--- config.mk ---
export PLATFORM = sky130hd
export DESIGN_NAME = sram_async_ctrl
export DESIGN_NICKNAME = d
export VERILOG_FILES = /design/src/rtl/sram_ctrl_pkg.sv /design/src/rtl/sram_cycle_timer.sv /design/src/rtl/sram_dq_path.sv /design/src/rtl/sram_async_ctrl.sv
export SDC_FILE = /design/constraint.sdc
export NUM_CORES = 1
export LEC_CHECK = 0
export BUFFER_PORTS_ARGS = -buffer_cell sky130_fd_sc_hd__buf_2
export CAP_MARGIN = 20
export CORE_AREA = 2 2 64 72
export DETAILED_ROUTE_END_ITERATION = 8
export DIE_AREA = 0 0 66 74
export GPL_ROUTABILITY_DRIVEN = 0
export PLACE_DENSITY_LB_ADDON = 0.2
export SYNTH_ARGS = -nofsm -noshare
export SYNTH_HDL_FRONTEND = slang
export SYNTH_HIERARCHICAL = 1
export SYNTH_SLANG_ARGS = --single-unit
--- constraint.sdc ---
create_clock -name clk -period 1.5 [get_ports clk]
set_input_delay 0.15 -clock clk [delete_from_list [all_inputs] [get_ports clk]]
set_output_delay 0.15 -clock clk [all_outputs]
set_load 0.1 [all_outputs]
--- src/rtl/sram_ctrl_pkg.sv ---
package sram_ctrl_pkg;

  typedef enum logic [1:0] {
    ST_IDLE = 2'd0,
    ST_RD   = 2'd1,
    ST_WR   = 2'd2,
    ST_FIN  = 2'd3
  } ctrl_state_e;

  // ceiling of ns / period; zero stays zero, any nonzero time is >= 1
  function automatic int unsigned ns_to_cyc(input int unsigned ns,
                                            input int unsigned period);
    if (ns == 0) return 0;
    return (ns + period - 1) / period;
  endfunction

  function automatic int unsigned max3(input int unsigned a,
                                       input int unsigned b,
                                       input int unsigned c);
    int unsigned m;
    m = (a > b) ? a : b;
    return (m > c) ? m : c;
  endfunction

endpackage

--- src/rtl/sram_cycle_timer.sv ---
module sram_cycle_timer #(
  parameter int CNT_W = 2
) (
  input  logic             clk,
  input  logic             rst_n,
  input  logic             load_i,
  input  logic [CNT_W-1:0] load_val_i,
  output logic             expire_o
);

  logic [CNT_W-1:0] remain_q;

  always_ff @(posedge clk or negedge rst_n) begin
    if (!rst_n)                remain_q <= '0;
    else if (load_i)           remain_q <= load_val_i - 1'b1;
    else if (remain_q != '0)   remain_q <= remain_q - 1'b1;
  end

  assign expire_o = (remain_q == '0);

endmodule

--- src/rtl/sram_dq_path.sv ---
module sram_dq_path #(
  parameter int DATA_W = 8
) (
  input  logic              clk,
  input  logic              rst_n,
  input  logic              wr_load_i,
  input  logic [DATA_W-1:0] wdata_i,
  input  logic              drive_nxt_i,
  input  logic              cap_i,
  input  logic [DATA_W-1:0] dq_i,
  output logic [DATA_W-1:0] dq_o,
  output logic              dq_oe_o,
  output logic [DATA_W-1:0] rdata_o
);

  logic [DATA_W-1:0] wbyte_q;
  logic [DATA_W-1:0] rbyte_q;
  logic              drive_q;

  always_ff @(posedge clk or negedge rst_n) begin
    if (!rst_n) begin
      wbyte_q <= '0;
      rbyte_q <= '0;
      drive_q <= 1'b0;
    end else begin
      drive_q <= drive_nxt_i;
      if (wr_load_i) wbyte_q <= wdata_i;
      if (cap_i)     rbyte_q <= dq_i;
    end
  end

  assign dq_o    = wbyte_q;
  assign dq_oe_o = drive_q;
  assign rdata_o = rbyte_q;

endmodule

--- src/rtl/sram_async_ctrl.sv ---
module sram_async_ctrl
  import sram_ctrl_pkg::*;
#(
  parameter int ADDR_W        = 15,
  parameter int DATA_W        = 8,
  parameter int CLK_PERIOD_NS = 10,
  parameter int T_RC_NS       = 12,
  parameter int T_AA_NS       = 12,
  parameter int T_ACS_NS      = 12,
  parameter int T_WP_NS       = 9,
  parameter int T_AW_NS       = 9,
  parameter int T_DW_NS       = 6
) (
  input  logic              clk,
  input  logic              rst_n,
  input  logic              host_req,
  input  logic              host_we,
  input  logic [ADDR_W-1:0] host_addr,
  input  logic [DATA_W-1:0] host_wdata,
  output logic [DATA_W-1:0] host_rdata,
  output logic              host_done,
  output logic [ADDR_W-1:0] ram_addr,
  output logic [DATA_W-1:0] ram_dq_out,
  input  logic [DATA_W-1:0] ram_dq_in,
  output logic              ram_dq_oe,
  output logic              ram_cs_n,
  output logic              ram_we_n,
  output logic              ram_oe_n
);

  // cycle counts derived from nanosecond minimums, never below one cycle
  localparam int RD_RAW = max3(ns_to_cyc(T_RC_NS, CLK_PERIOD_NS),
                               ns_to_cyc(T_AA_NS, CLK_PERIOD_NS),
                               ns_to_cyc(T_ACS_NS, CLK_PERIOD_NS));
  localparam int WP_RAW = max3(ns_to_cyc(T_WP_NS, CLK_PERIOD_NS),
                               ns_to_cyc(T_AW_NS, CLK_PERIOD_NS),
                               ns_to_cyc(T_DW_NS, CLK_PERIOD_NS));
  localparam int RD_CYC  = (RD_RAW < 1) ? 1 : RD_RAW;
  localparam int WP_CYC  = (WP_RAW < 1) ? 1 : WP_RAW;
  localparam int CNT_MAX = (RD_CYC > WP_CYC) ? RD_CYC : WP_CYC;
  localparam int CNT_W   = $clog2(CNT_MAX + 1);

  ctrl_state_e state_q, state_nxt;
  logic        accept;
  logic        tmr_expire;
  logic        rd_capture;
  logic [CNT_W-1:0] tmr_load_val;
  logic [ADDR_W-1:0] addr_q;
  logic        cs_n_q, we_n_q, oe_n_q;

  assign accept       = (state_q == ST_IDLE) && host_req;
  assign rd_capture   = (state_q == ST_RD) && tmr_expire;
  assign tmr_load_val = host_we ? CNT_W'(WP_CYC) : CNT_W'(RD_CYC);

  always_comb begin
    state_nxt = state_q;
    unique case (state_q)
      ST_IDLE: if (accept) state_nxt = host_we ? ST_WR : ST_RD;
      ST_RD:   if (tmr_expire) state_nxt = ST_FIN;
      ST_WR:   if (tmr_expire) state_nxt = ST_FIN;
      ST_FIN:  state_nxt = ST_IDLE;
      default: state_nxt = ST_IDLE;
    endcase
  end

  // RAM strobes are registered from the next state so they never glitch
  always_ff @(posedge clk or negedge rst_n) begin
    if (!rst_n) begin
      state_q <= ST_IDLE;
      addr_q  <= '0;
      cs_n_q  <= 1'b1;
      we_n_q  <= 1'b1;
      oe_n_q  <= 1'b1;
    end else begin
      state_q <= state_nxt;
      if (accept) addr_q <= host_addr;
      cs_n_q <= !((state_nxt == ST_RD) || (state_nxt == ST_WR));
      we_n_q <= !(state_nxt == ST_WR);
      oe_n_q <= !(state_nxt == ST_RD);
    end
  end

  sram_cycle_timer #(.CNT_W(CNT_W)) timer_i (
    .clk        (clk),
    .rst_n      (rst_n),
    .load_i     (accept),
    .load_val_i (tmr_load_val),
    .expire_o   (tmr_expire)
  );

  sram_dq_path #(.DATA_W(DATA_W)) dq_path_i (
    .clk         (clk),
    .rst_n       (rst_n),
    .wr_load_i   (accept && host_we),
    .wdata_i     (host_wdata),
    .drive_nxt_i (state_nxt == ST_WR),
    .cap_i       (rd_capture),
    .dq_i        (ram_dq_in),
    .dq_o        (ram_dq_out),
    .dq_oe_o     (ram_dq_oe),
    .rdata_o     (host_rdata)
  );

  assign ram_addr  = addr_q;
  assign ram_cs_n  = cs_n_q;
  assign ram_we_n  = we_n_q;
  assign ram_oe_n  = oe_n_q;
  assign host_done = (state_q == ST_FIN);

  AST_ADDR_HOLD: assert property (@(posedge clk) disable iff (!rst_n)
    (!ram_cs_n && !ram_we_n && $past(!ram_cs_n && !ram_we_n)) |-> $stable(ram_addr));
  AST_OE_OFF_IN_WRITE: assert property (@(posedge clk) disable iff (!rst_n)
    !ram_we_n |-> ram_oe_n);
  AST_DRIVE_IN_PULSE: assert property (@(posedge clk) disable iff (!rst_n)
    ram_dq_oe |-> !ram_we_n);
  AST_PULSE_ENDS_ON_EXPIRE: assert property (@(posedge clk) disable iff (!rst_n)
    $rose(ram_we_n) |-> $past(tmr_expire));
  AST_DONE_SINGLE: assert property (@(posedge clk) disable iff (!rst_n)
    host_done |=> !host_done);
  AST_DONE_DESELECTED: assert property (@(posedge clk) disable iff (!rst_n)
    host_done |-> (ram_cs_n && ram_we_n && ram_oe_n));
  AST_CAPTURE_SELECTED: assert property (@(posedge clk) disable iff (!rst_n)
    rd_capture |-> (!ram_cs_n && !ram_oe_n));

endmodule

==> metrics.md <==
| Metric | Value |
|---|---|
| Cells after Synth | 106 |
| Place WS | -46.34 ps |
| Die width | 66 µm |
| Synth top cells by count | dfrtp_1 (36), mux2_4 (25), ha_1 (7) |
| DR iter-0 viols | 60 |
| RSZ-0062 raised after global routing | true |
| Post-route setup slack | -29.82 ps |
| Post-DR wirelength/cell | 13.72 µm |
| Depth of the worst hold-timing path | 2 |
| Arr. time, crit path | 1750 ps |
| Max Slew Vio Count | 0 |
| Failing checks | negative setup slack |
| Via count | 1,140 |
| First-pass DRT Iterations | 4 |
| Dpl hpwl | 2556 µm |
| Sink Count | 39 |
| CTS clk-pin slew, worst paths | 80 ps |
| Net Count, Synth | 148 |
| Initial Utilization | 41.19% |
| Remaining antenna violation count | 0 |
| Layout cell share with drive strength beyond 1 | 69.95% |
| FMAX | 653.7 MHz |
| Syn_area_per_cell | 16.29 µm² |
| Fin crit period | 1530 ps |
| Largest net degree at the start of global routing | 24 |
| Worst-Margin Slew | 497.3 ps |
| Yosys cell types | 23 |
| Gr usage total | 14.76% |
| # nets final | 234 |
| Worst Reg-to-Reg Cells | 7 |
| Routed vias/inst | 4.615 |
| Status | complete, but fails checks |
| Depth of the CTS H-tree | 2 |
| Crit Path Class | reg -> reg |
| Setup TNS | -29.82 ps |
| Top cells by area, synth | dfrtp_1 (52%), mux2_4 (22%), ha_1 (5.1%) |
| Cell taking the most area after synthesis | dfrtp_1 |
| Yosys reg bits | 39 |
| CTS tree | done |
| I/O pin cnt | 71 |
| Diode count | 0 |
| Post-synthesis sequential area ratio | 56.74% |
| Number of flops mapped to enable cells by yosys | 0 |
| Asr flop ratio synth | 100.0% |
| First-pass GRT wire length | 5340 µm |
| Skew final | 9.509 ps |
| Worst skew pair latency | 290 ps |
| Crit Path Max Fanout | 3 |
| Initial antenna violation count | 0 |
| Count leader, synth | dfrtp_1 |
| Hold WC Path Type | in -> reg |
| DRC viols | 0 |
| # setup viols final | 1 |
| Worst path required time | 1720 ps |
| Final WL | 3389 µm |
| Root Buffer | clkbuf_8 |
| Die Y | 74 µm |
| Deepest clock path buffer count | 2 |
| Die Area | 4884 µm² |
| Core Region | 4192 µm² |
| Max_cap viols | 0 |
| Setup crit end kind | register |
| Critical Path Start Type | register |
| # rows | 25 |
| Number of buffers added on ports | 70 |
| Slew margin rel. | 67.07% |
| Vias in the first global route | 1,134 |
| Ys Warns | 6 |
| CTS buffer count | 5 |
| Final worst-path cycle share | 102.0% |
| Yosys top cell area share | 52.17% |
| Synth Cell Area | 1727 µm² |
| Hold Fails Final Rpt | 0 |
| WHS | 81.33 ps |
| Syn-to-layout area delta | 37.03% |
| Top FF cell, synth | dfrtp_1 |
| Gr ovfl total | 0 |
-- metal layers --
metal | share of wire [%] | track usage (%)
met4 | 1.7 | 6.803
met2 | 49 | 24.13
met3 | 8.1 | 5.144
met5 | 0 | 0
met1 | 41 | 17.67
-- per-stage QoR --
step	util [%]	cell area, µm²	cells
floorplan	-	1742	106
global placement	52.78	2212	236
detailed placement	52.78	2212	236
CTS	55.91	2344	245
global route	56.45	2366	247
finish	56.45	2366	247
-- critical path, cell delays in order, from the launching register on --
cell and delay (ps):
dfrtp_1 380, inv_2 60, ha_4 170, nand3_4 70, inv_2 40, and2_4 150, a311o_1 300, ha_1 280
-- final timing paths --
kind                       slack (ps)               from                end
max                               -30         state_q[0]           ram_cs_n
min                                80       host_addr[3]        ram_addr[3]
max reg2reg                       -30         state_q[0]           ram_cs_n
min reg2reg                       510  dq_path_i/dq_o[3]  dq_path_i/dq_o[3]
max in group asynchronous         620              rst_n           ram_cs_n
min in group asynchronous         340              rst_n        ram_addr[0]
-- sequential cells by signal, indices dropped and copies added, names as in the netlist, named ones only --
register / flops
ram_addr: 15
dq_path_i/dq_o: 8
dq_path_i/rdata_o: 8
timer_i/remain_q: 2
dq_path_i/dq_oe_o: 1
ram_cs_n: 1
ram_oe_n: 1
ram_we_n: 1
state_q: 1
-- area by class of cell --
| class | instances | area (µm²) |
|---|---|---|
| timing repair buffer | 82 | 470.5 |
| tap | 54 | 67.56 |
| fill | 359 | 1826 |
| multi-input combinational | 57 | 709.4 |
| clock inverter | 3 | 43.79 |
| clock buffer | 5 | 68.82 |
| sequential | 39 | 979.7 |
| inverter | 7 | 26.28 |
-- timing repair --
item / in CTS / in global routing
hold endpoints to repair: 16 / 0
buffers inserted: 0 / 2
hold buffers: 1 / 0
setup endpoints to repair: 11 / 12
pin swaps: 0 / 2
gates resized for setup: 3 / 4
-- placed cells by master (no fill, tap or decap), types with 3 or more instances in the layout --
cell      count
inv_2         3
ha_1          4
buf_2        69
clkbuf_8      5
inv_1         4
buf_4        10
mux2_2        6
mux2_4       25
dfstp_2       3
dfrtp_1      36
-- kinds of logic after synthesis --
kind of cell	after synthesis	synth area share, %
buffers and inverters	10	3.985
AND/OR/NAND/NOR	8	3.116
flip-flops	39	56.74
AO/OA/AOI/OAI	8	3.768
adder cells (fa/ha/maj)	7	5.072
multiplexers	33	26.81
XOR/XNOR	1	0.5073
Power is left out: the tool's default activity adds up to more than one toggle a clock period on the data nets, which glitch-free logic cannot reach.
